$ cat src/rtl/acq_trig_pkg.sv
package acq_trig_pkg;

    typedef enum logic [1:0] {
        MODE_POST = 2'd0,
        MODE_PRE  = 2'd1,
        MODE_MID  = 2'd2,
        MODE_DLY  = 2'd3
    } acq_mode_e;

    typedef enum logic [2:0] {
        ST_IDLE,
        ST_FILL,
        ST_RING,
        ST_ARM,
        ST_DELAY,
        ST_POST
    } acq_state_e;

    typedef struct packed {
        logic valid;
        logic trig;
        logic done;
    } acq_out_t;

    localparam int SRC_SOFT = 0;
    localparam int SRC_EXT0 = 1;

    function automatic logic edge_pick(input logic rise, input logic fall, input logic pol);
        return pol ? fall : rise;
    endfunction

endpackage

$ cat src/rtl/acq_trig_sync.sv
module acq_trig_sync #(
    parameter int W = 1
) (
    input  logic         clk,
    input  logic         rst,
    input  logic [W-1:0] d,
    output logic [W-1:0] q
);
    logic [W-1:0] s1;
    logic [W-1:0] s2;

    always_ff @(posedge clk) begin
        if (rst) begin
            s1 <= '0;
            s2 <= '0;
        end else begin
            s1 <= d;
            s2 <= s1;
        end
    end

    assign q = s2;
endmodule

$ cat src/rtl/acq_trig_sel.sv
module acq_trig_sel
    import acq_trig_pkg::*;
#(
    parameter int N_AUX = 8,
    parameter int SRC_W = 4
) (
    input  logic             clk,
    input  logic             rst,
    input  logic [SRC_W-1:0] src,
    input  logic             pol,
    input  logic             sw_trig,
    input  logic [N_AUX-1:0] aux,
    input  logic             star,
    input  logic             bus,
    input  logic             panel,
    output logic             evt
);
    localparam int N_EXT = N_AUX + 3;

    logic [N_EXT-1:0] ext_raw;
    logic [N_EXT-1:0] ext_s;
    logic [N_EXT-1:0] ext_prev;
    logic [N_EXT-1:0] hit;
    logic             sel_hit;

    assign ext_raw = {panel, bus, star, aux};

    acq_trig_sync #(.W(N_EXT)) u_sync (
        .clk (clk),
        .rst (rst),
        .d   (ext_raw),
        .q   (ext_s)
    );

    always_ff @(posedge clk) begin
        if (rst) ext_prev <= '0;
        else     ext_prev <= ext_s;
    end

    genvar gi;
    generate
        for (gi = 0; gi < N_EXT; gi++) begin : g_edge
            assign hit[gi] = edge_pick(ext_s[gi] & ~ext_prev[gi],
                                       ~ext_s[gi] & ext_prev[gi], pol);
        end
    endgenerate

    always_comb begin
        sel_hit = 1'b0;
        if (src == SRC_W'(SRC_SOFT)) sel_hit = sw_trig;
        for (int i = 0; i < N_EXT; i++) begin
            if (src == SRC_W'(SRC_EXT0 + i)) sel_hit = hit[i];
        end
    end

    always_ff @(posedge clk) begin
        if (rst) evt <= 1'b0;
        else     evt <= sel_hit;
    end
endmodule

$ cat src/rtl/acq_trig_seq.sv
module acq_trig_seq
    import acq_trig_pkg::*;
#(
    parameter int CNT_W = 16,
    parameter int DLY_W = 32
) (
    input  logic             clk,
    input  logic             rst,
    input  logic             start,
    input  acq_mode_e        mode,
    input  logic [CNT_W-1:0] pre_cnt,
    input  logic [CNT_W-1:0] post_cnt,
    input  logic [DLY_W-1:0] dly_cnt,
    input  logic             evt,
    input  logic             strobe,
    output acq_out_t         out
);
    localparam logic [CNT_W-1:0] ONE_S = CNT_W'(1);
    localparam logic [DLY_W-1:0] ONE_D = DLY_W'(1);

    acq_state_e       st;
    acq_mode_e        mode_q;
    logic [CNT_W-1:0] pre_q;
    logic [CNT_W-1:0] post_q;
    logic [DLY_W-1:0] dly_q;
    logic [CNT_W-1:0] scnt;
    logic [DLY_W-1:0] dcnt;
    logic [CNT_W-1:0] post_eff;
    logic [DLY_W-1:0] dly_eff;

    assign post_eff = (post_cnt == '0) ? ONE_S : post_cnt;
    assign dly_eff  = (dly_q == '0) ? ONE_D : dly_q;

    always_ff @(posedge clk) begin
        if (rst) begin
            st     <= ST_IDLE;
            mode_q <= MODE_POST;
            pre_q  <= '0;
            post_q <= ONE_S;
            dly_q  <= '0;
            scnt   <= '0;
            dcnt   <= '0;
            out    <= '0;
        end else begin
            out <= '0;
            if (start) begin
                mode_q <= mode;
                pre_q  <= pre_cnt;
                post_q <= post_eff;
                dly_q  <= dly_cnt;
                scnt   <= '0;
                dcnt   <= '0;
                if (mode == MODE_PRE || mode == MODE_MID)
                    st <= (pre_cnt == '0) ? ST_RING : ST_FILL;
                else
                    st <= ST_ARM;
            end else begin
                unique case (st)
                    ST_IDLE: ;
                    ST_FILL: begin
                        if (strobe) begin
                            out.valid <= 1'b1;
                            if (scnt == pre_q - ONE_S) begin
                                st   <= ST_RING;
                                scnt <= '0;
                            end else begin
                                scnt <= scnt + ONE_S;
                            end
                        end
                    end
                    ST_RING: begin
                        if (strobe) out.valid <= 1'b1;
                        if (evt) begin
                            out.trig <= 1'b1;
                            if (mode_q == MODE_PRE) begin
                                out.done <= 1'b1;
                                st       <= ST_IDLE;
                            end else begin
                                st   <= ST_POST;
                                scnt <= '0;
                            end
                        end
                    end
                    ST_ARM: begin
                        if (evt) begin
                            out.trig <= 1'b1;
                            scnt     <= '0;
                            if (mode_q == MODE_DLY) begin
                                st   <= ST_DELAY;
                                dcnt <= dly_eff;
                            end else begin
                                st <= ST_POST;
                            end
                        end
                    end
                    ST_DELAY: begin
                        if (dcnt == ONE_D) st <= ST_POST;
                        else               dcnt <= dcnt - ONE_D;
                    end
                    ST_POST: begin
                        if (strobe) begin
                            out.valid <= 1'b1;
                            if (scnt == post_q - ONE_S) begin
                                out.done <= 1'b1;
                                st       <= ST_IDLE;
                            end else begin
                                scnt <= scnt + ONE_S;
                            end
                        end
                    end
                    default: st <= ST_IDLE;
                endcase
            end
        end
    end
endmodule

$ cat src/rtl/acq_trig_ctrl.sv
module acq_trig_ctrl
    import acq_trig_pkg::*;
#(
    parameter int N_AUX = 8,
    parameter int CNT_W = 16,
    parameter int DLY_W = 32,
    parameter int SRC_W = $clog2(N_AUX + 4)
) (
    input  logic             clk,
    input  logic             rst,
    input  logic             start,
    input  logic [1:0]       cfg_mode,
    input  logic [SRC_W-1:0] cfg_src,
    input  logic             cfg_pol,
    input  logic [CNT_W-1:0] cfg_pre,
    input  logic [CNT_W-1:0] cfg_post,
    input  logic [DLY_W-1:0] cfg_delay,
    input  logic             sw_trig,
    input  logic [N_AUX-1:0] aux_trig,
    input  logic             star_trig,
    input  logic             bus_trig,
    input  logic             panel_trig,
    input  logic             conv_strobe,
    output logic             smp_valid,
    output logic             trig_out,
    output logic             done
);
    logic     trg_evt;
    acq_out_t run_out;

    acq_trig_sel #(.N_AUX(N_AUX), .SRC_W(SRC_W)) u_sel (
        .clk     (clk),
        .rst     (rst),
        .src     (cfg_src),
        .pol     (cfg_pol),
        .sw_trig (sw_trig),
        .aux     (aux_trig),
        .star    (star_trig),
        .bus     (bus_trig),
        .panel   (panel_trig),
        .evt     (trg_evt)
    );

    acq_trig_seq #(.CNT_W(CNT_W), .DLY_W(DLY_W)) u_seq (
        .clk      (clk),
        .rst      (rst),
        .start    (start),
        .mode     (acq_mode_e'(cfg_mode)),
        .pre_cnt  (cfg_pre),
        .post_cnt (cfg_post),
        .dly_cnt  (cfg_delay),
        .evt      (trg_evt),
        .strobe   (conv_strobe),
        .out      (run_out)
    );

    assign smp_valid = run_out.valid;
    assign trig_out  = run_out.trig;
    assign done      = run_out.done;
endmodule

$ cat config.mk
export PLATFORM = sky130hd
export DESIGN_NAME = acq_trig_ctrl
export DESIGN_NICKNAME = d
export VERILOG_FILES = /design/src/rtl/acq_trig_pkg.sv /design/src/rtl/acq_trig_sync.sv /design/src/rtl/acq_trig_sel.sv /design/src/rtl/acq_trig_seq.sv /design/src/rtl/acq_trig_ctrl.sv
export SDC_FILE = /design/constraint.sdc
export NUM_CORES = 1
export LEC_CHECK = 0
export BUFFER_PORTS_ARGS = -buffer_cell sky130_fd_sc_hd__clkbuf_2
export CORE_MARGIN = 8
export CORE_UTILIZATION = 35
export CTS_CLUSTER_SIZE = 28
export DETAILED_ROUTE_END_ITERATION = 16
export PLACE_DENSITY = 0.57
export SLEW_MARGIN = 30
export SYNTH_ARGS = -nofsm -noshare
export SYNTH_HDL_FRONTEND = slang
export SYNTH_SLANG_ARGS = --single-unit
$ cat constraint.sdc
create_clock -name clk -period 5.3 [get_ports clk]
set_clock_uncertainty 0.15 [all_clocks]
set_input_delay 0.53 -clock clk [delete_from_list [all_inputs] [get_ports clk]]
set_output_delay 0.53 -clock clk [all_outputs]
set_load 0.01 [all_outputs]
==> results.md <==
- Clk pwr share: 44.7%
- Rel. slew slack: 38.6%
- Synth Instances: 962
- Worst path max stage delay: 0.61 ns
- Top cells by area, synth: dfxtp_1 (39%), mux2i_1 (8.6%), nor2_1 (7.0%)
- Max Clk Rate: 308 MHz
- Ys Warns: 0
- Most frequent cells after synthesis: dfxtp_1 (154), nor2_1 (146), mux2i_1 (68)
- # resized after CTS: 0
- Fin crit period: 3.24 ns
- Seq/Total Area, Yosys: 39.1%
- Row Count: 55
- Setup TNS: 0 ns
- Leak pwr: 3.56 nW
- DRC violations left: 0
- Number of distinct library cells after synthesis: 68
- Post-Synthesis Mean Instance Area: 8.19 µm²
- Period utilization: 61.2%
- Netlist Area Pre-Place: 7880 µm²
- Kind of critical path: register to register
- GP Congestion: 0.819
- Initial cell density of the core: 35.2%
- Run status: finished clean
- Avg WL per Cell: 15.5 µm
- Hold Crit Class: input port to register
- Pwr Density: 304 nW/µm²
- Final antenna-violating net count: 0
- CP Max Fanout: 16
- Critical path data arrival time: 3.38 ns
- Overall power: 2.77 mW
- Number of synthesized flops with an enable pin: 0
- CP cell instances: inv_1 > ha_1 > or4b_1 > or4_1 > a21oi_1 > o221ai_2 > nor4_2 > nand4b_1 > o211ai_2 > nor2_1
- Max-cap violations: 0
- Hold Vio Cnt, Final: 0
- Most numerous cell in the Yosys netlist: dfxtp_1
- Layout cells sized above 1: 14.4%
- Peak supply drop: 169 µV
- Worst Tran Pin Value: 0.912 ns
- Comb pwr share: 10.4%
- Io pins: 90
- Internal power: 2.03 mW
- Die X: 166 µm
- Root Buffer: clkbuf_16
- Worst path bufs/invs: 1
- Required @ worst endpoint: 5.43 ns
- Post-synth ARST share: 0%
- Sequential Power Share: 44.9%
- Clock Path Buffers: 2
- Largest net degree at the start of global routing: 85
- Post-synth top area share: 39.1%
- H-tree Lvls: 4
- Hpwl dp: 14400 µm
- Via count: 6947
- Final core utilization: 40.7%
- Hold_ws: 0.156 ns
- Cell taking the most area after synthesis: dfxtp_1
- Slew Viols, Final: 0
- Synthesized net count: 1054
- Startpoint type of the worst setup path: register
- CORE AREA: 22400 µm²
- Initial antenna violation count: 0
- Clock sink total: 154
- Die Y: 166 µm
- Slowest CP cell: or4b_1
- Sw power: 731 µW
- Area grow syn2layout: 15.4%
- Area of the multi-input gates: 4500 µm²
- PortBufs: 89
- Inserted Clock Buffers: 17
- # setup viols final: 0
- Reg clk slew, reported paths: 0.07 ns
- Final WL: 20300 µm
- First-pass GRT wire length: 33400 µm
- Detailed router's first-iteration violation count: 406
- #FFs+latches synth: 154
- CP endpoint kind: register
- Top_reg_cell synth: dfxtp_1
- Initial DRT Pass Iterations: 5
- Vias per std cell: 5.29
- CTS tree: built
- Unrepaired setup endpoints after global routing: false
- GRT Total Usage: 14.4%
- Hold buffers post-CTS: 0
- Worst-Skew Late Latency: 0.43 ns
- Number of global-route vias before repair: 6414
- # fillers: 2247
- Global route overflow: 0
- Die ar.: 27600 µm²
- Sw frac: 26.4%
- Post-CTS setup buffer count: 0
- Top Family by Delay on Critical Path: simple AND/OR/NAND/NOR gates
- Nets: 1108
- Seq. cell area: 3080 µm²
- # diodes: 0
[metal layers]
| layer | vias to the layer above | GRT usage (%) | routed length [µm] |
|---|---|---|---|
| met3 | 14 | 3.64 | 787 |
| li1 | 3569 | - | - |
| met4 | 0 | 3.36 | 161 |
| met2 | 136 | 22.8 | 9270 |
| met5 | - | 0 | 0 |
| met1 | 3228 | 19.5 | 10100 |
[cells in the final DEF, fill, tap and decap left out, drive strengths merged, types with 4 or more instances in the layout]
cell / instances
a211oi: 22
a21oi: 58
a22oi: 10
a31oi: 4
and3: 8
buf: 7
clkbuf: 105
dfxtp: 154
ha: 5
inv: 30
mux2i: 68
nand2: 67
nand3: 22
nand3b: 5
nand4: 12
nor2: 146
nor2b: 33
nor3: 24
nor3b: 4
nor4: 27
o211ai: 6
o21ai: 66
o22ai: 7
o31ai: 8
o32ai: 7
or2: 4
or3: 12
or4: 12
xnor2: 16
xor2: 26
[worst paths after layout]
path                                         to                           from  slack [ns]  depth (start not counted)
hold reg to reg    u_sel.u_sync.q[2]$_SDFF_PP0_  u_sel.u_sync.s1[2]$_SDFF_PP0_        0.29                          1
hold / removal    u_sel.u_sync.s1[3]$_SDFF_PP0_                    aux_trig[3]        0.16                          2
setup / recovery     u_seq.scnt[2]$_SDFFE_PP0P_    u_seq.pre_q[0]$_SDFFE_PP0P_        2.06                         10
setup reg to reg     u_seq.scnt[2]$_SDFFE_PP0P_    u_seq.pre_q[0]$_SDFFE_PP0P_        2.06                         10
[registers in the layout (all words and copies together) (netlist names)]
name	count
u_seq.out	3
u_seq.pre_q	16
u_seq.post_q	16
u_seq.dcnt	32
u_seq.dly_q	32
u_seq.scnt	16
u_sel.ext_prev	11
u_sel.u_sync.q	11
u_sel.evt	1
u_sel.u_sync.s1	11
u_seq.mode_q	2
u_seq.st	3
[cell type report]
type	count	area share, %
multi-input cells	726	49.4
flip-flops and latches	154	33.9
repair buffers	94	5.36
clock buffers	18	4.72
well taps	285	3.92
clock inverters	14	1.73
inverters	23	0.949
[metrics by stage]
stage | setup WS [ns] | std cells | instance area [µm²]
2_1_floorplan | 2.39 | 962 | 7880
3_5_place_dp | 2.09 | 1282 | 8500
4_1_cts | 2.05 | 1314 | 9090
5_1_grt | 1.73 | 1314 | 9100
6_report | 2.06 | 1314 | 9100
3_3_place_gp | 2.15 | 1282 | 8500
[power groups by stage]
stage / Combinational (mW) / Sequential (mW) / Clock, mW
finish: 0.287 / 1.24 / 1.24
CTS: 0.289 / 1.24 / 1.27
global route: 0.320 / 1.25 / 1.32
detailed placement: 0.287 / 1.27 / 0
global placement: 0.286 / 1.27 / 0
floorplan: 0.214 / 1.25 / 0
[cell families (layout without fill, tap and decap cells)]
kind of cell,Yosys count,in the layout,synth area share [%]
xor+xnor,42,42,4.67
simple gates,393,393,24.9
compound gates,218,218,17.8
fa+ha+maj,5,5,0.794
flops,154,154,39.1
buf+inv,82,149,4.11
mux,68,68,8.64
Note: power is estimated with default switching activity, not from simulation.
